$ cat config.mk
export PLATFORM = sky130hd
export DESIGN_NAME = cellcnt_snapshot
export DESIGN_NICKNAME = d
export VERILOG_FILES = /design/src/rtl/cellcnt_pkg.sv /design/src/rtl/cellcnt_accum.sv /design/src/rtl/cellcnt_hold.sv /design/src/rtl/cellcnt_regif.sv /design/src/rtl/cellcnt_snapshot.sv
export SDC_FILE = /design/constraint.sdc
export NUM_CORES = 1
export LEC_CHECK = 0
export BUFFER_PORTS_ARGS = -buffer_cell sky130_fd_sc_hd__buf_4
export CAP_MARGIN = 20
export CORE_ASPECT_RATIO = 0.6
export CORE_MARGIN = 2
export CORE_UTILIZATION = 50
export DETAILED_ROUTE_END_ITERATION = 16
export PLACE_DENSITY = 0.78
export SYNTH_ARGS = -nofsm -noshare
export SYNTH_HDL_FRONTEND = slang
export SYNTH_SLANG_ARGS = --single-unit
$ cat constraint.sdc
create_clock -name clk -period 1.7 [get_ports clk]
set_input_delay 0 -clock clk [delete_from_list [all_inputs] [get_ports clk]]
set_output_delay 0 -clock clk [all_outputs]
set_load 0.03 [all_outputs]
$ cat src/rtl/cellcnt_pkg.sv
package cellcnt_pkg;

   // Which register a bus address selects
   typedef enum logic [1:0] {
      SEL_NONE = 2'd0,
      SEL_LO   = 2'd1,
      SEL_HI   = 2'd2
   } reg_sel_e;

endpackage

$ cat src/rtl/cellcnt_accum.sv
// Live cell accumulator with same-edge restart and an optional ceiling.
module cellcnt_accum #(
   parameter int CNT_W    = 24,
   parameter bit SATURATE = 1'b1
) (
   input  logic             clk,
   input  logic             rst_n,
   input  logic             inc,
   input  logic             clr,
   output logic [CNT_W-1:0] cnt
);

   localparam logic [CNT_W-1:0] CNT_MAX = {CNT_W{1'b1}};
   localparam logic [CNT_W-1:0] CNT_ONE = CNT_W'(1);

   initial begin
      if (CNT_W < 2) $error("cellcnt_accum: CNT_W must be at least 2");
   end

   logic [CNT_W-1:0] cnt_inc;

   generate
      if (SATURATE) begin : g_sat
         always_comb cnt_inc = (cnt == CNT_MAX) ? cnt : cnt + CNT_ONE;

         // the ceiling holds until a snapshot
         p_no_overflow_r6: assert property (@(posedge clk) disable iff (!rst_n)
            (cnt == CNT_MAX && !clr) |=> (cnt == CNT_MAX));
      end else begin : g_wrap
         always_comb cnt_inc = cnt + CNT_ONE;
      end
   endgenerate

   always_ff @(posedge clk) begin
      if (!rst_n) begin
         cnt <= '0;
      end else if (clr) begin
         cnt <= inc ? CNT_ONE : '0;
      end else if (inc) begin
         cnt <= cnt_inc;
      end
   end

   // one step per strobe
   p_inc_r2: assert property (@(posedge clk) disable iff (!rst_n)
      (inc && !clr && cnt != CNT_MAX) |=> (cnt == $past(cnt) + CNT_ONE));

   // no strobe, no change
   p_idle_r2: assert property (@(posedge clk) disable iff (!rst_n)
      (!inc && !clr) |=> $stable(cnt));

   // restart value after a snapshot
   p_restart_r4: assert property (@(posedge clk) disable iff (!rst_n)
      clr |=> (cnt == (inc_q ? CNT_ONE : '0)));

   logic inc_q;
   always_ff @(posedge clk) inc_q <= inc;

endmodule

$ cat src/rtl/cellcnt_hold.sv
// Snapshot holding register, loaded only on a capture pulse.
module cellcnt_hold #(
   parameter int CNT_W = 24
) (
   input  logic             clk,
   input  logic             rst_n,
   input  logic             cap,
   input  logic [CNT_W-1:0] din,
   output logic [CNT_W-1:0] q
);

   always_ff @(posedge clk) begin
      if (!rst_n) begin
         q <= '0;
      end else if (cap) begin
         q <= din;
      end
   end

   // capture takes the pre-edge live count
   p_capture_r3: assert property (@(posedge clk) disable iff (!rst_n)
      cap |=> (q == $past(din)));

   // nothing but a capture moves the held value
   p_hold_stable_r8: assert property (@(posedge clk) disable iff (!rst_n)
      !cap |=> $stable(q));

endmodule

$ cat src/rtl/cellcnt_regif.sv
// Address decode for the snapshot trigger and the split read-back.
module cellcnt_regif
   import cellcnt_pkg::*;
#(
   parameter int              ADDR_W  = 4,
   parameter int              DATA_W  = 16,
   parameter int              CNT_W   = 24,
   parameter int              LO_W    = 16,
   parameter logic [ADDR_W-1:0] ADDR_HI = 4'h3,
   parameter logic [ADDR_W-1:0] ADDR_LO = 4'h2
) (
   input  logic              wr_en,
   input  logic [ADDR_W-1:0] addr,
   input  logic [CNT_W-1:0]  held,
   output logic              snap,
   output logic [DATA_W-1:0] rdata
);

   localparam int HI_W = CNT_W - LO_W;

   initial begin
      if (LO_W < 1 || LO_W >= CNT_W) $error("cellcnt_regif: LO_W out of range");
      if (LO_W > DATA_W)             $error("cellcnt_regif: LO_W wider than bus");
      if (HI_W > DATA_W)             $error("cellcnt_regif: upper part wider than bus");
      if (ADDR_HI == ADDR_LO)        $error("cellcnt_regif: addresses collide");
   end

   reg_sel_e          sel;
   logic [DATA_W-1:0] hi_ext;
   logic [DATA_W-1:0] lo_ext;

   always_comb begin
      if (addr == ADDR_HI)      sel = SEL_HI;
      else if (addr == ADDR_LO) sel = SEL_LO;
      else                      sel = SEL_NONE;
   end

   assign snap = wr_en && (sel == SEL_HI);

   always_comb begin
      hi_ext            = '0;
      hi_ext[HI_W-1:0]  = held[CNT_W-1:LO_W];
      lo_ext            = '0;
      lo_ext[LO_W-1:0]  = held[LO_W-1:0];
   end

   always_comb begin
      unique case (sel)
         SEL_HI:  rdata = hi_ext;
         SEL_LO:  rdata = lo_ext;
         default: rdata = '0;
      endcase
   end

endmodule

$ cat src/rtl/cellcnt_snapshot.sv
// Top: transmit cell counter with atomic snapshot-and-clear.
module cellcnt_snapshot #(
   parameter int                ADDR_W   = 4,
   parameter int                DATA_W   = 16,
   parameter int                CNT_W    = 24,
   parameter int                LO_W     = 16,
   parameter bit                SATURATE = 1'b1,
   parameter logic [ADDR_W-1:0] ADDR_HI  = 4'h3,
   parameter logic [ADDR_W-1:0] ADDR_LO  = 4'h2
) (
   input  logic              clk,
   input  logic              rst_n,
   input  logic              cell_rd,
   input  logic              reg_wr,
   input  logic [ADDR_W-1:0] reg_addr,
   input  logic [DATA_W-1:0] reg_wdata,
   output logic [DATA_W-1:0] reg_rdata
);

   logic             snap;
   logic [CNT_W-1:0] live_cnt;
   logic [CNT_W-1:0] held_cnt;
   logic             unused_wdata;

   assign unused_wdata = ^reg_wdata;

   cellcnt_regif #(
      .ADDR_W (ADDR_W),
      .DATA_W (DATA_W),
      .CNT_W  (CNT_W),
      .LO_W   (LO_W),
      .ADDR_HI(ADDR_HI),
      .ADDR_LO(ADDR_LO)
   ) u_regif (
      .wr_en(reg_wr),
      .addr (reg_addr),
      .held (held_cnt),
      .snap (snap),
      .rdata(reg_rdata)
   );

   cellcnt_accum #(
      .CNT_W   (CNT_W),
      .SATURATE(SATURATE)
   ) u_accum (
      .clk  (clk),
      .rst_n(rst_n),
      .inc  (cell_rd),
      .clr  (snap),
      .cnt  (live_cnt)
   );

   cellcnt_hold #(
      .CNT_W(CNT_W)
   ) u_hold (
      .clk  (clk),
      .rst_n(rst_n),
      .cap  (snap),
      .din  (live_cnt),
      .q    (held_cnt)
   );

   // a write elsewhere never reaches the held value
   p_wr_other_r7: assert property (@(posedge clk) disable iff (!rst_n)
      (reg_wr && reg_addr != ADDR_HI) |=> $stable(held_cnt));

endmodule

==> summary.md <==
| Metric | Value |
|---|---|
| Run status | `finished clean` |
| Vias in the first global route | `1982` |
| Area leader, netlist | `dfxtp_1` |
| Final nets | `353` |
| Top Metal Used | `met4` |
| FFs w/ async S/R, synth | `0` |
| Placed cell area | `2760 sq um` |
| Sw power | `0.456 mW` |
| Initial antenna violation count | `0` |
| Crit-path max FO | `7` |
| Clk pwr share | `0.405` |
| Crit end category | `flip-flop` |
| Gr usage total | `0.247` |
| Port Buffer Count | `23` |
| Mean Syn Cell Area | `8.34 sq um` |
| CTS clk-pin slew, worst paths | `90 ps` |
| EDFF count, synth | `0` |
| First DRT Iteration DRCs | `107` |
| Antenna Violating Nets Remaining | `0` |
| Number of library cell types mapped by synthesis | `40` |
| Crit path launch | `u_accum.cnt[0]` |
| Sequential-to-total area share from yosys stat | `0.416` |
| Seq pwr share | `0.549` |
| Mapped Area | `2310 sq um` |
| I/O pin total | `40` |
| Highest Clock Rate | `592 MHz` |
| Top post-synthesis cells by area | `dfxtp_1 (42%), nand2_1 (9.8%), a21boi_0 (7.8%)` |
| Max-cap viol count | `0` |
| Tcrit/Tclk final | `0.994` |
| Slowest stage delay, CP | `340 ps` |
| CP max-delay cell | `dfxtp_2` |
| Synth top area share | `0.416` |
| Drt wl/cell | `15.7 um` |
| Minimum clock period after layout | `1690 ps` |
| Detailed Routing Iterations Pass 1 | `4` |
| Die W | `91.7 um` |
| Starting Density | `0.511` |
| Tot Pwr | `2.06 mW` |
| Remaining DRCs | `0` |
| Die height | `56.6 um` |
| Setup WS pre-CTS | `-27.7 ps` |
| Ratio of cells with drive above 1 in the final layout | `0.264` |
| Post-DP HPWL | `4.44 mm` |
| Final WL | `6.15 mm` |
| Worst Setup Path Type | `flip-flop to flip-flop` |
| Cell Rows | `19` |
| CTS HTree Levels | `2` |
| Setup Skew | `8.71 ps` |
| Via count | `2184` |
| Hold-fix buffers, CTS | `0` |
| CTS tree | `yes` |
| Max transition margin | `0.779` |
| Post-synth top flop | `dfxtp_1` |
| Crit path capture | `u_accum.cnt[17]` |
| Antenna fix cells | `0` |
| Total gr overflow | `0` |
| Met3 WL | `418 um` |
| Metal1 wirelength | `2.91 mm` |
| RSZ-0062 raised after global routing | `true` |
| Final setup viols | `0` |
| Clk root buf | `clkbuf_8` |
| YS warnings | `0` |
| Mapped Nets | `302` |
| Worst reg-to-reg path cell count | `7` |
| Most frequent cells after synthesis | `nand2_1 (60), dfxtp_1 (48), a21boi_0 (24)` |
| #FFs+latches synth | `48` |
| GPL Wtd Cong | `0.896` |
| Maximum VDD drop | `0.347 mV` |
| Worst r2r src | `u_accum.cnt[0]` |
| Least-Margin Pin Slew | `331 ps` |
| Mapped Cells | `277` |
| DR vias/cell | `5.57` |
| Worst skew pair latency | `310 ps` |
| Worst EP required | `1950 ps` |
| Crit-path cells | `ha_4 > and3_4 > nand4_1 > o211ai_2 > buf_4 > or3_1 > a21oi_1` |
| Final hold violation count | `0` |
| Clock sink total | `48` |
| Crit path DAT | `1940 ps` |
| Hold/Removal Path Class | `input port to flip-flop` |
| Pwr Density | `703 nW/um^2` |
| Core area | `4520 sq um` |
| Met2 WL post-DR | `2.76 mm` |
| Clk buf depth | `2` |
| Area Overhead vs Synth | `26.8%` |
| Max-slew violations | `0` |
| Gate power share | `0.045` |
| First-pass GRT wire length | `10.0 mm` |
| Pin count of the biggest net entering global routing | `28` |
| Leak | `1.12 nW` |
| Reg2Reg Capture Point | `u_accum.cnt[17]` |
| Crit path launch type | `flip-flop` |
| R2R Setup Slk | `9 ps` |
| Sw Ratio | `0.222` |
| Slack of the critical path | `9.41 ps` |
| Layout Cell Area excl Fill | `2930 sq um` |
| Die area | `5200 sq um` |
| Clock buffer count from CTS | `5` |
| # fillers | `409` |
| Hold Path Depth | `4` |
| Cell Int Power | `1.60 mW` |
| Most common cell in the netlist | `nand2_1` |
## layout by cell type (no fill, tap or decap), types with 2 or more instances in the layout
master / n
nor3_1: 2
o21ai_1: 2
dfxtp_1: 43
or3_1: 3
clkbuf_8: 5
xnor2_1: 4
a211oi_1: 2
buf_4: 61
nand4_1: 6
and3_1: 6
or4_1: 4
o21ai_0: 9
o211ai_1: 3
and2_1: 10
xor2_1: 8
nand2_1: 60
nand3_1: 11
a21oi_1: 9
a22o_1: 8
a21boi_0: 24
nor2_1: 14
and4_1: 5
dfxtp_2: 4
and4_4: 2
## power by group through the flow
| stage | sequential, mW | combinational [mW] | clock, mW |
|---|---|---|---|
| 4_1_cts | 1.13 | 0.0911 | 0.842 |
| 5_1_grt | 1.13 | 0.102 | 0.891 |
| 6_report | 1.13 | 0.0931 | 0.834 |
| 3_5_place_dp | 1.16 | 0.0875 | 0 |
| 2_1_floorplan | 1.16 | 0.0470 | 0 |
| 3_3_place_gp | 1.16 | 0.0844 | 0 |
## cell families after synthesis
logic type                 share of synthesized area
AOI/OAI and AO/OA                              0.195
xor gates and xnor gates                      0.0455
adders and majority gates                    0.00542
buffers and inverters                         0.0406
DFF                                            0.416
and+or+nand+nor                                0.297
## layout make-up
class                   instances  area [sq um]  area share
clock buffers                   5          68.8      0.0235
clock inverters                 3          42.5      0.0145
inverters                       1          3.75     0.00128
multi-input cells             211          1310       0.446
flip-flops and latches         48           970       0.331
well taps                      63          78.8      0.0269
repair buffers                 61           458       0.156
## worst min-delay path by stage
stage	start	to	slack [ps]
6_report	reg_wr	u_accum.cnt[23]	60
5_1_grt	rst_n	u_hold.q[7]	80
4_1_cts	reg_wr	u_accum.cnt[23]	60
3_5_place_dp	reg_wr	u_accum.cnt[23]	380
3_3_place_gp	reg_wr	u_accum.cnt[23]	370
2_1_floorplan	rst_n	u_hold.q[0]	150
## state kept, by name, summed over array words and instances (netlist names)
| name | cells |
|---|---|
| u_hold.q | 24 |
| u_accum.cnt | 24 |
## per-layer routing
layer	GRT usage	up-vias
met4	0.0746	0
met3	0.0443	9
li1	-	1078
met5	0	-
met1	0.360	1028
met2	0.373	69
## metrics by stage
stage	hold WS, ps	util	std cells	setup TNS (ps)
floorplan	154	-	277	0
global placement	370	0.611	383	0
detailed placement	377	0.611	383	-69.8
CTS	56.6	0.641	392	0
global route	76.8	0.648	392	-353
finish	61.4	0.648	392	0
## worst max-delay path, delay by kind of cell (launching register included)
family | cells | cell delay [ps]
flops | 1 | 340
fa+ha+maj | 1 | 150
buf+inv | 1 | 190
compound gates | 2 | 320
simple gates | 3 | 630
## repair_timing
item / 4_1_cts / 5_1_grt
pin swaps: 1 / 0
buffers inserted: 1 / 0
endpoints found under the setup margin: 8 / 17
gates resized for setup: 4 / 11
No activity file was read; power rests on OpenSTA's default activity.
